## src/rtl/irql_pkg.sv

```systemverilog
package irql_pkg;
  // Writable trigger-mode bits for the two instance flavours.
  localparam logic [7:0] PRIMARY_WMASK   = 8'hF8;
  localparam logic [7:0] SECONDARY_WMASK = 8'hDE;

  // Per-line next-state bundle produced by the line cell.
  typedef struct packed {
    logic pend;
    logic acc;
    logic blk;
  } line_state_t;
endpackage

```

## src/rtl/irql_rst_sync.sv

```systemverilog
module irql_rst_sync (
  input  logic clk,
  input  logic rst_n_in,
  output logic rst_n_out
);
  logic [1:0] sync_q;

  always_ff @(posedge clk or negedge rst_n_in) begin
    if (!rst_n_in) sync_q <= 2'b00;
    else           sync_q <= {sync_q[0], 1'b1};
  end

  assign rst_n_out = sync_q[1];
endmodule

```

## src/rtl/irql_mode_reg.sv

```systemverilog
module irql_mode_reg #(
  parameter int          N     = 8,
  parameter logic [N-1:0] WMASK = '1
) (
  input  logic         clk,
  input  logic         rst_n,
  input  logic         wr_en,
  input  logic [N-1:0] wr_data,
  output logic [N-1:0] mode_q
);
  for (genvar i = 0; i < N; i++) begin : g_bit
    if (WMASK[i]) begin : g_rw
      logic bit_q, bit_d;
      always_comb begin
        bit_d = bit_q;
        if (wr_en) bit_d = wr_data[i];
      end
      always_ff @(posedge clk or negedge rst_n) begin
        if (!rst_n)     bit_q <= 1'b0;
        else if (wr_en) bit_q <= bit_d;
      end
      assign mode_q[i] = bit_q;
    end else begin : g_fixed
      assign mode_q[i] = 1'b0;
    end
  end
endmodule

```

## src/rtl/irql_ack_dec.sv

```systemverilog
module irql_ack_dec #(
  parameter int N   = 8,
  parameter int IDW = 3
) (
  input  logic           ack_valid,
  input  logic [IDW-1:0] ack_id,
  output logic [N-1:0]   hit
);
  for (genvar i = 0; i < N; i++) begin : g_hit
    assign hit[i] = ack_valid && (ack_id == IDW'(i));
  end
endmodule

```

## src/rtl/irql_cell.sv

```systemverilog
module irql_cell
  import irql_pkg::*;
(
  input  logic clk,
  input  logic rst_n,
  input  logic req,
  input  logic level_mode,
  input  logic masked,
  input  logic ack_hit,
  output logic pend,
  output logic acc,
  output logic blk
);
  logic        last_q, last_d;
  line_state_t st_q, st_d;
  logic        event_now;

  always_comb begin
    event_now = level_mode ? req : (req & ~last_q);
    last_d    = req;
    if (level_mode) st_d.pend = req;
    else            st_d.pend = (st_q.pend & ~ack_hit) | event_now;
    st_d.acc  = event_now & ~masked & ~st_q.pend;
    st_d.blk  = event_now & masked;
  end

  always_ff @(posedge clk or negedge rst_n) begin
    if (!rst_n) begin
      last_q <= 1'b0;
      st_q   <= '0;
    end else begin
      last_q <= last_d;
      st_q   <= st_d;
    end
  end

  assign pend = st_q.pend;
  assign acc  = st_q.acc;
  assign blk  = st_q.blk;
endmodule

```

## src/rtl/irql_top.sv

```systemverilog
module irql_top
  import irql_pkg::*;
#(
  parameter int N         = 8,
  parameter bit SECONDARY = 1'b0,
  parameter int IDW       = (N > 1) ? $clog2(N) : 1
) (
  input  logic           clk,
  input  logic           rst_n,
  input  logic [N-1:0]   req_in,
  input  logic [N-1:0]   line_mask,
  input  logic           mode_wr_en,
  input  logic [N-1:0]   mode_wr_data,
  input  logic           ack_valid,
  input  logic [IDW-1:0] ack_id,
  output logic [N-1:0]   trig_mode,
  output logic [N-1:0]   pending,
  output logic [N-1:0]   accepted,
  output logic [N-1:0]   blocked
);
  localparam logic [N-1:0] WR_MASK = SECONDARY ? N'(SECONDARY_WMASK) : N'(PRIMARY_WMASK);

  logic         rst_sync_n;
  logic [N-1:0] ack_hit;

  irql_rst_sync u_rst (
    .clk      (clk),
    .rst_n_in (rst_n),
    .rst_n_out(rst_sync_n)
  );

  irql_mode_reg #(.N(N), .WMASK(WR_MASK)) u_mode (
    .clk    (clk),
    .rst_n  (rst_sync_n),
    .wr_en  (mode_wr_en),
    .wr_data(mode_wr_data),
    .mode_q (trig_mode)
  );

  irql_ack_dec #(.N(N), .IDW(IDW)) u_ack (
    .ack_valid(ack_valid),
    .ack_id   (ack_id),
    .hit      (ack_hit)
  );

  for (genvar i = 0; i < N; i++) begin : g_line
    irql_cell u_cell (
      .clk       (clk),
      .rst_n     (rst_sync_n),
      .req       (req_in[i]),
      .level_mode(trig_mode[i]),
      .masked    (line_mask[i]),
      .ack_hit   (ack_hit[i]),
      .pend      (pending[i]),
      .acc       (accepted[i]),
      .blk       (blocked[i])
    );
  end
endmodule

```

## config.mk

```make
export PLATFORM = sky130hd
export DESIGN_NAME = irql_top
export DESIGN_NICKNAME = d
export VERILOG_FILES = /design/src/rtl/irql_pkg.sv /design/src/rtl/irql_rst_sync.sv /design/src/rtl/irql_mode_reg.sv /design/src/rtl/irql_ack_dec.sv /design/src/rtl/irql_cell.sv /design/src/rtl/irql_top.sv
export SDC_FILE = /design/constraint.sdc
export NUM_CORES = 1
export LEC_CHECK = 0
export ABC_AREA = 1
export BUFFER_PORTS_ARGS = -buffer_cell sky130_fd_sc_hd__buf_2
export CAP_MARGIN = 30
export CELL_PAD_IN_SITES_DETAIL_PLACEMENT = 1
export CELL_PAD_IN_SITES_GLOBAL_PLACEMENT = 2
export CORE_UTILIZATION = 24
export CTS_CLUSTER_DIAMETER = 200
export CTS_CLUSTER_SIZE = 8
export DETAILED_ROUTE_END_ITERATION = 8
export HOLD_SLACK_MARGIN = 0.08
export PLACE_DENSITY_LB_ADDON = 0.15
export RECOVER_POWER = 50
export SLEW_MARGIN = 20
export SYNTH_ARGS = -nofsm -noshare
export SYNTH_HDL_FRONTEND = slang
export SYNTH_HIERARCHICAL = 1
export SYNTH_SLANG_ARGS = --single-unit
```

## constraint.sdc

```tcl
create_clock -name clk -period 1.1 [get_ports clk]
set_input_delay 0.22 -clock clk [delete_from_list [all_inputs] [get_ports clk]]
set_output_delay 0.22 -clock clk [all_outputs]
set_load 0.1 [all_outputs]
```

# [Word-level counts from Yosys, hierarchy flattened]
# Index checks and enable logic that the tools add are counted.
[op_classes] muxes=10 n_bitwise=80 reduce_logical=9 eq_ne=7
[op_table] cell="AND 1 bit" n=40
[op_table] cell="inverter 1 bit" n=32
[op_table] cell="== test 3 bit, second input constant" n=4
[op_table] cell="2-to-1 mux 1 bit" n=10
[op_table] cell="logical AND 1 bit" n=8
[op_table] cell="OR 1 bit" n=8
[op_table] cell="== test 3 x 2 -> 1 bit, second input constant" n=2
[op_table] cell="== test 3 x 1 -> 1 bit, second input constant" n=1
[op_table] cell="zero test 3 bit" n=1
[totals] inputBits=31 ff_bits=39 elab_cells=144

# [Depth between registers and ports, before layout]
# Gate-level depths: netlist of the first run.
[logic_depth] word_depth=6 ltp_mapped=5 ltp_nobuf=5

# [Cells and area by module]
# The synthesis of the first run kept the hierarchy.
[by_module_without_submodules] mod="irql_cell" n_inst=8 seq_area_each_um2=100.1 area_per_inst_um2=140.1 cells_per_inst=13
[by_module_without_submodules] mod="irql_mode_reg" n_inst=1 seq_area_each_um2=125.1 area_per_inst_um2=249.0 cells_per_inst=30
[by_module_without_submodules] mod="irql_ack_dec" n_inst=1 seq_area_each_um2=0.0 area_per_inst_um2=63.8 cells_per_inst=17
[by_module_without_submodules] mod="irql_rst_sync" n_inst=1 seq_area_each_um2=50.0 area_per_inst_um2=53.8 cells_per_inst=3

# [Worst setup path before layout of the first run]
# OpenSTA, ideal clock, no wires.
[synth_path] path_kind="flip-flop to flip-flop" start="register g_line[0].u_cell.st_q (netlist bit g_line[0].u_cell/pend)" end="register g_line[0].u_cell.st_q (netlist bit g_line[0].u_cell/acc)" path_slack_ps=-150 n_path_buf=0 stages_incl_launch_ff=3 arrival_time_ps=1133 cell_sequence="dfrtp_1 > or2_0 > nor2_1"
[synth_lines] element="start: declaration" line_no="irql_cell.sv:15" source="line_state_t st_q, st_d;"
[synth_lines] element="start signal: assignment" line_no="irql_cell.sv:33" source="st_q <= st_d;"

# [Final worst setup path of the first run]
[layout_path] start="register g_line[3].u_cell.st_q (netlist bit g_line[3].u_cell/pend)" end="output pending[3]"
[layout_lines] element="start: declaration" line_no="irql_cell.sv:15"
[layout_lines] element="start signal: assignment" line_no="irql_cell.sv:33"
[layout_lines] element="end: declaration" line_no="irql_top.sv:17" source="output logic [N-1:0] pending,"
# No word-level cell between the ends.

==> flow_metrics.py, run 1 <==
metrics = {
    "clock_network": {
        "clock_tree.buffer_depth": 2,
        "root_buffer": "clkbuf_8",
        "ctsResizeCount": 0,
        "path_clk_slew_ps": 70,
        "htreeDepth": 2,
        "clock_sinks": 39,
        "cts_tree": "built",
        "cts_buffers": 5,
        "clkLatencyLatePin_ps": 290,
    },
    "timing": {
        "fin_ws_ps": -15.93,
        "hold_ws_ps": 136.4,
        "setup_viol": 6,
        "rsz0062_at_grt": "true",
        "finalCritPeriodShare": 1.014,
        "slew_viol_final": 0,
        "max_freq_mhz": 896.1,
        "period_minus_slack_ps": 1116,
        "hold_viol_final": 0,
        "fin_worst_skew_ps": 9.401,
    },
    "status": {
        "violations": "setup timing",
        "outcome": "complete, but fails checks",
    },
    "global_routing": {
        "met1_usage": 0.1286,
        "busiest_layer": "met2",
        "grt_pass1_vias": 1397,
        "grt_overflow_total": 0,
        "grt_use_total": 0.1284,
        "grt_pass1_wl_um": 6085,
        "use_met3": 0.02584,
        "met2_usage": 0.2466,
        "grt_max_degree": 20,
        "antenna_found_initial": 0,
    },
    "synth": {
        "netlist_top_cells_count": "45 x nand2_1, 39 x dfrtp_1, 24 x nor2_1",
        "synthMostInstantiatedCell": "nand2_1",
        "syn_area_mm2": 0.001488,
        "ys_async_sr_fraction": 1.000,
        "synth_top_family_by_area": "simple AND/OR/NAND/NOR gates",
        "synth_adder_area_share": 0,
        "synthFlopType": "dfrtp_1",
        "synth_top_cell_by_area": "dfrtp_1",
        "synth_top_area_frac": 0.6560,
        "ys_seq_area_frac": 0.6560,
        "ys.warnings.count": 6,
        "yosys.area_share.simple": 0.2481,
        "synth_edf_count": 0,
        "synthXorXnorAreaFrac": 0,
        "ys_seq_elements": 39,
        "synthesis.instances": 154,
        "synthDistinctLibCells": 9,
        "synth_compound_area_frac": 0,
        "synth.area.top_cells": "dfrtp_1 66%, nand2_1 11%, nor2_1 6.1%",
        "synth.mux.area_fraction": 0,
        "syn_avg_cell_area_um2": 9.660,
    },
    "final_layout": {
        "drive_gt1_frac": 0.4280,
        "area_delta_synth_final_pct": 71.57,
        "insertedDiodeCount": 0,
        "finalNetCount": 266,
        "postLayoutCoreUtil": 0.4286,
    },
    "pwr": {
        "ir_drop_v": 0.0007568,
        "leakagePower_uw": 0.001254,
        "power_density_mw_per_mm2": 1522,
        "totalPowerFinal_uw": 3886,
    },
    "die": {
        "die_area_mm2": 0.006517,
        "ios": 63,
        "core_mm2": 0.005956,
        "fp-row-count": 28,
        "die_y_um": 80.73,
        "die_w_um": 80.73,
        "initial_core_util": 0.2498,
    },
    "place": {
        "dp_worst_setup_slack_ps": 173.3,
        "dp_hpwl_um": 2713,
        "portBuffers": 56,
        "gp_congestion": 0.6470,
    },
    "worst_hold_path": {
        "worstHoldStart": "mode_wr_data[7]",
        "hold_path_end": "u_mode/g_bit[7].g_rw.bit_q",
        "hp-class": "in2reg",
        "hold_path_depth": 3,
    },
    "setup_path": {
        "crit_required_ps": 880,
        "crit_buf_inv": 1,
        "critPathTopFamily": "flip-flops",
        "crit_path_max_incr_delay_ps": 430,
        "crit_arrival_ps": 900,
        "critical_path_class": "reg2out",
        "path_max_fanout": 2,
        "crit_path_end_kind": "output pin",
        "r2r-start": "u_mode/g_bit[3].g_rw.bit_q",
        "crit_path_cell_trace": "buf_12",
        "r2r_cells": 5,
        "r2r_slack_ps": 140,
        "r2r_end": "g_line[3].u_cell/pend",
        "start_kind": "flop",
        "slowest_stage": "dfrtp_2",
    },
    "drt": {
        "vias": 1214,
        "drt-wirelength-per-cell_um": 11.32,
        "via_per_inst": 3.904,
        "wl_um": 3520,
        "drtPass1Iterations": 3,
        "drt.antenna.violating_nets": 0,
        "drt_iter0_markers": 17,
        "drc": 0,
    },
    "run": {
        "drv_cap": 0,
    },
}
==> per-stage QoR <==
step                TNS [ps]  std cells  cell area [um2]
floorplan                  0        156             1526
global placement           0        281             2291
detailed placement         0        281             2291
CTS                   -283.9        311             2559
global route          -665.2        311             2552
finish                -33.92        311             2552
==> cell families after synthesis <==
kind of cell	count (synthesis)
buffers and inverters	28
flip-flops	39
other	2
AND/OR/NAND/NOR	85
==> placed cells by master, fill, tap and decap left out <==
| cell | count |
|---|---|
| inv_1 | 19 |
| nand3b_1 | 8 |
| dfrtp_2 | 25 |
| buf_12 | 29 |
| inv_2 | 1 |
| nand2_1 | 45 |
| dfrtp_1 | 14 |
| buf_2 | 26 |
| conb_1 | 4 |
| buf_4 | 13 |
| clkbuf_2 | 2 |
| clkbuf_8 | 5 |
| or2_0 | 8 |
| dlygate4sd3_1 | 9 |
| nor2_1 | 24 |
| clkbuf_1 | 4 |
==> worst reg2reg max path: stages (launching register included) <==
cell and delay (ps):
dfrtp_1 420, buf_4 150, inv_1 70, nand2_1 60, nand2_1 100, nand2_1 70
==> cell type report <==
type,instances,area [um2]
multi-input cells,89,384.1
flip-flops and latches,39,1007
fillers,676,3403
repair buffers,80,912.1
clock buffers,8,80.08
well taps,75,93.84
inverters,20,75.07
==> sequential cells by signal (all words and copies together), names as in the netlist <==
signal,cells
g_line.u_cell/acc,8
g_line.u_cell/blk,8
g_line.u_cell/last_q,8
g_line.u_cell/pend,8
u_mode/g_bit.g_rw.bit_q,5
u_rst/sync_q,2
==> per-layer routing <==
layer | vias up | wire length [um]
met4 | 0 | 81
met5 | - | 0
met2 | 34 | 1990
li1 | 602 | -
met3 | 8 | 160
met1 | 570 | 1288
==> timing repair <==
action,CTS,global route
pin swaps,0,0
hold buffers,9,0
buffers inserted,13,0
endpoints found under the hold margin,10,0
setup endpoints to repair,24,29
==> power breakdown <==
part	switching, uW	internal, uW	total [uW]
sequential	87.5	1550	1630
combinational	858	487	1340
clock	459	450	909
total	1400	2480	3890
==> worst max path at each step <==
stage | start | to | slack, ps | cells after the start
after floorplan | g_line[0].u_cell/pend | g_line[0].u_cell/acc | 80 | 2
after global placement | ack_id[2] | g_line[7].u_cell/pend | 180 | 5
after detailed placement | ack_id[2] | g_line[7].u_cell/pend | 170 | 5
after CTS | g_line[3].u_cell/pend | pending[3] | -30 | 1
after global routing | g_line[3].u_cell/pend | pending[3] | -40 | 1
final | g_line[3].u_cell/pend | pending[3] | -20 | 1
Power figures use the tool's default switching activity.
==> inputs of run 2 (changes only) <==
==> constraint.sdc (replaced) <==
create_clock -name clk -period 1.1 [get_ports clk]
set_input_delay 0.22 -clock clk [delete_from_list [all_inputs] [get_ports clk]]
set_output_delay 0.22 -clock clk [all_outputs]
set_load 0.01 [all_outputs]
==> flow_metrics.py, run 2 (synthesis results as in run 1) <==
metrics = {
    "drt": {
        "via_per_inst": 3.867,
        "drt.antenna.violating_nets": 0,
        "drt-wirelength-per-cell_um": 11.24,
        "drtPass1Iterations": 3,
        "drc": 0,
        "vias": 1164,
        "wl_um": 3383,
        "drt_iter0_markers": 35,
    },
    "global_routing": {
        "grt_overflow_total": 0,
        "grt_pass1_wl_um": 5375,
        "grt_use_total": 0.1123,
        "antenna_found_initial": 0,
        "grt_max_degree": 20,
        "grt_pass1_vias": 1177,
    },
    "setup_path": {
        "crit_arrival_ps": 840,
        "start_kind": "flop",
        "slowest_stage": "dfrtp_1",
        "critPathTopFamily": "flip-flops",
        "crit_required_ps": 880,
        "cp_num_cells": 1,
        "critical_path_class": "reg2out",
        "crit_buf_inv": 1,
        "crit_path_max_incr_delay_ps": 410,
        "path_max_fanout": 3,
        "crit_path_cell_trace": "buf_2",
        "r2r_cells": 2,
        "crit_path_end_kind": "output pin",
    },
    "pwr": {
        "leakagePower_uw": 0.001125,
        "ir_drop_v": 0.0005661,
        "totalPowerFinal_uw": 3225,
        "power_density_mw_per_mm2": 1574,
    },
    "die": {
        "die_area_mm2": 0.006517,
        "die_w_um": 80.73,
        "core_mm2": 0.005956,
        "die_y_um": 80.73,
        "fp-row-count": 28,
        "ios": 63,
        "initial_core_util": 0.2498,
    },
    "clock_network": {
        "clock_tree.buffer_depth": 2,
        "root_buffer": "clkbuf_8",
        "htreeDepth": 2,
        "cts_tree": "built",
        "clkLatencyLatePin_ps": 290,
        "path_clk_slew_ps": 70,
        "cts_buffers": 5,
        "clock_sinks": 39,
    },
    "final_layout": {
        "drive_gt1_frac": 0.2876,
        "layout_common_cells": "49 x buf_2, 45 x nand2_1, 38 x dfrtp_1",
        "area_delta_synth_final_pct": 37.76,
        "mostFrequentLayoutCell": "buf_2",
        "fillers": 730,
        "finalNetCount": 256,
        "insertedDiodeCount": 0,
    },
    "place": {
        "gp_congestion": 0.6414,
        "portBuffers": 56,
        "dp_hpwl_um": 2677,
    },
    "run": {
        "drv_cap": 0,
    },
    "worst_hold_path": {
        "hp-class": "in2reg",
        "hold_path_depth": 3,
    },
    "timing": {
        "hold_viol_final": 0,
        "setup_viol": 0,
        "setup_tns_ps": 0,
        "period_minus_slack_ps": 1063,
        "max_freq_mhz": 940.9,
        "slew_viol_final": 0,
        "fin_worst_skew_ps": 4.470,
        "finalCritPeriodShare": 0.9661,
        "rsz0062_at_grt": "false",
    },
    "status": {
        "outcome": "finished, final reports clean",
    },
}
run 2: cell count changes in the layout (fill, tap and decap cells not counted), sizes merged:
cell,change
buf,-15
bufinv,+1
clkbuf,+3
clkinv,+1
run 2: final timing paths:
path / startpoint / to / slack, ps
max: u_mode/g_bit[6].g_rw.bit_q / trig_mode[6] / 40
min: mode_wr_data[7] / u_mode/g_bit[7].g_rw.bit_q / 130
max reg2reg: g_line[6].u_cell/pend / g_line[6].u_cell/acc / 260
min reg2reg: u_rst/sync_q[1] / g_line[0].u_cell/last_q / 310
max in group asynchronous: u_rst/sync_q[1] / u_mode/g_bit[4].g_rw.bit_q / 450
min in group asynchronous: rst_n / u_rst/sync_q[0] / 240
run 2: per-layer routing:
metal  part of all wire  vias up  GRT usage
li1                   -      580          -
met1               0.41      544     0.1235
met2               0.53       35     0.2000
met3              0.048        5    0.02697
met4              0.016        0    0.05893
met5                  0        -          0
run 2: repair_timing:
| action | CTS | global route |
|---|---|---|
| endpoints found under the hold margin | 10 | 0 |
| setup endpoints to repair | 0 | 3 |
| hold buffers | 9 | 0 |
| buffers inserted | 0 | 3 |
| gates resized for setup | 0 | 1 |
run 2: final cells by class:
| class | instances | area [um2] | share of cell area |
|---|---|---|---|
| clock inverters | 2 | 35.03 | 0.01709 |
| repair buffers | 70 | 401.6 | 0.1960 |
| well taps | 75 | 93.84 | 0.04579 |
| clock buffers | 6 | 82.58 | 0.04029 |
| multi-input cells | 89 | 384.1 | 0.1874 |
| flip-flops and latches | 39 | 977.2 | 0.4768 |
| inverters | 20 | 75.07 | 0.03663 |
run 2: stage by stage:
step | area (um2) | setup WS [ps] | instances | hold slack [ps] | utilization
6_report | 2049 | 37.24 | 301 | 131.7 | 0.3441
5_1_grt | 2049 | 0.8867 | 301 | 138.4 | 0.3441
4_1_cts | 2033 | 12.96 | 298 | 124.0 | 0.3414
3_5_place_dp | 1826 | 177.3 | 281 | 6.770 | 0.3065
3_3_place_gp | 1826 | 196.9 | 281 | 5.274 | 0.3065
2_1_floorplan | 1496 | 264.0 | 156 | -75.59 | -
run 2: report_power, final:
group	switching [uW]	internal, uW	total (uW)
clock	494	734	1230
sequential	53.2	1530	1580
combinational	227	186	413
==> inputs of run 3 (changes only) <==
- ABC_AREA: 1 -> 0
- CORE_UTILIZATION: 24 -> 27
==> flow_metrics.py, run 3 <==
metrics = {
    "status": {
        "outcome": "finished, final reports clean",
    },
    "final_layout": {
        "insertedDiodeCount": 0,
        "drive_gt1_frac": 0.5484,
        "finalNetCount": 216,
        "layout_common_cells": "47 x buf_2, 38 x dfrtp_1, 16 x nor2_1, 16 x and3_2",
        "instances_no_fill": 258,
        "area_delta_synth_final_pct": 37.14,
        "mostFrequentLayoutCell": "buf_2",
    },
    "place": {
        "dp_worst_setup_slack_ps": 79.15,
        "numPlacedInstances": 234,
        "gp_congestion": 0.7145,
        "dp_hpwl_um": 2498,
        "portBuffers": 56,
    },
    "timing": {
        "fin_ws_ps": 36.76,
        "setup_tns_ps": 0,
        "fin_worst_skew_ps": 6.452,
        "hold_ws_ps": 165.2,
        "rsz0062_at_grt": "true",
        "finalCritPeriodShare": 0.9666,
        "period_minus_slack_ps": 1063,
        "hold_viol_final": 0,
        "max_freq_mhz": 940.5,
        "slew_viol_final": 0,
        "setup_viol": 0,
    },
    "clock_network": {
        "clock_tree.buffer_depth": 2,
        "htreeDepth": 2,
        "cts_buffers": 5,
        "ctsResizeCount": 0,
        "cts_tree": "built",
        "path_clk_slew_ps": 70,
        "root_buffer": "clkbuf_8",
        "clkLatencyLatePin_ps": 280,
        "clock_sinks": 39,
    },
    "pwr": {
        "power_density_mw_per_mm2": 1539,
        "ir_drop_v": 0.0006987,
        "leakagePower_uw": 0.001113,
    },
    "setup_path": {
        "r2r_cells": 3,
        "critPathTopFamily": "flip-flops",
        "r2r_slack_ps": 80,
        "crit_path_cell_trace": "buf_2",
        "cp_num_cells": 1,
        "crit_required_ps": 880,
        "crit_path_end_kind": "output pin",
        "crit_buf_inv": 1,
        "path_max_fanout": 4,
        "start_kind": "flop",
        "r2r_end": "g_line[4].u_cell/pend",
        "slowest_stage": "dfrtp_1",
        "critical_path_class": "reg2out",
        "crit_arrival_ps": 840,
        "crit_path_max_incr_delay_ps": 410,
        "r2r-start": "u_mode/g_bit[4].g_rw.bit_q",
    },
    "global_routing": {
        "grt_max_degree": 21,
        "antenna_found_initial": 0,
        "grt_overflow_total": 0,
        "grt_pass1_wl_um": 5616,
        "grt_pass1_vias": 1198,
        "grt_use_total": 0.1211,
    },
    "synth": {
        "ys_async_sr_fraction": 1.000,
        "synth_edf_count": 0,
        "synth_top_cell_by_area": "dfrtp_1",
        "syn_area_mm2": 0.001556,
        "ys_seq_elements": 39,
        "ys_seq_area_frac": 0.6270,
        "synthMostInstantiatedCell": "dfrtp_1",
        "synthesis.instances": 110,
        "synth.area.top_cells": "dfrtp_1 63%, and3_2 7.7%, nand2b_4 7.1%",
        "netlist_top_cells_count": "39 x dfrtp_1, 16 x and3_2, 16 x nor2_1",
        "synthDistinctLibCells": 12,
        "synth_top_area_frac": 0.6270,
        "syn_avg_cell_area_um2": 14.15,
        "ys.warnings.count": 6,
        "synthFlopType": "dfrtp_1",
    },
    "drt": {
        "drt.antenna.violating_nets": 0,
        "drt-wirelength-per-cell_um": 13.12,
        "vias": 1104,
        "wl_um": 3384,
        "via_per_inst": 4.279,
        "drt_iter0_markers": 17,
        "drtPass1Iterations": 3,
        "drc": 0,
    },
    "worst_hold_path": {
        "hp-class": "in2reg",
        "hold_path_depth": 2,
        "hold_path_end": "u_mode/g_bit[3].g_rw.bit_q",
        "worstHoldStart": "mode_wr_data[3]",
    },
    "die": {
        "core_mm2": 0.005540,
        "die_w_um": 77.93,
        "ios": 63,
        "fp-row-count": 27,
        "die_y_um": 77.93,
        "die_area_mm2": 0.006072,
        "initial_core_util": 0.2809,
    },
    "run": {
        "drv_cap": 0,
    },
}
-- run 3: logic make-up (layout without fill, tap and decap cells) --
family          count (synthesis)  in the layout  synth area share
compound gates                  8              8           0.04502
buf+inv                         8             82           0.03859
flops                          39             39            0.6270
mux                             5              5           0.03617
other cells                     2              4          0.004825
simple gates                   48             48            0.2484
-- run 3: layer usage --
metal,part of all wire,GRT usage
met5,0,0
met4,0.014,0.05185
met3,0.048,0.03647
met2,0.53,0.2071
met1,0.40,0.1401
-- run 3: how the worst max path moves through the flow --
| stage | slack, ps | from | to |
|---|---|---|---|
| finish | 40 | u_mode/g_bit[7].g_rw.bit_q | trig_mode[7] |
| CTS | 8 | u_mode/g_bit[7].g_rw.bit_q | trig_mode[7] |
| global route | -20 | u_mode/g_bit[6].g_rw.bit_q | trig_mode[6] |
| detailed placement | 80 | ack_id[0] | g_line[4].u_cell/pend |
| global placement | 80 | ack_id[1] | g_line[0].u_cell/pend |
| floorplan | 140 | u_mode/g_bit[3].g_rw.bit_q | g_line[3].u_cell/pend |
-- run 3: what timing repair did --
action                                  CTS  global route
endpoints found under the setup margin    1             7
hold buffers                              9             0
buffers inserted                          1             6
endpoints found under the hold margin    10             0
-- run 3: cell type report --
class	count	area (um2)
well taps	72	90.09
repair buffers	74	421.7
fillers	639	3406
flip-flops and latches	39	977.2
clock buffers	6	82.58
clock inverters	2	35.03
multi-input cells	65	528.0
-- run 3: metrics by stage --
stage	utilization	area, um2	total power [uW]
global placement	0.3412	1891	2025
finish	0.3853	2135	3285
CTS	0.3801	2106	3314
global route	0.3853	2135	3455
detailed placement	0.3412	1891	2046
floorplan	-	1565	1873
-- run 3: power breakdown --
part           internal [uW]  total [uW]  switching [uW]
registers               1530        1600            61.7
clock network            734        1220             481
logic                    257         474             217
total                   2530        3290             760
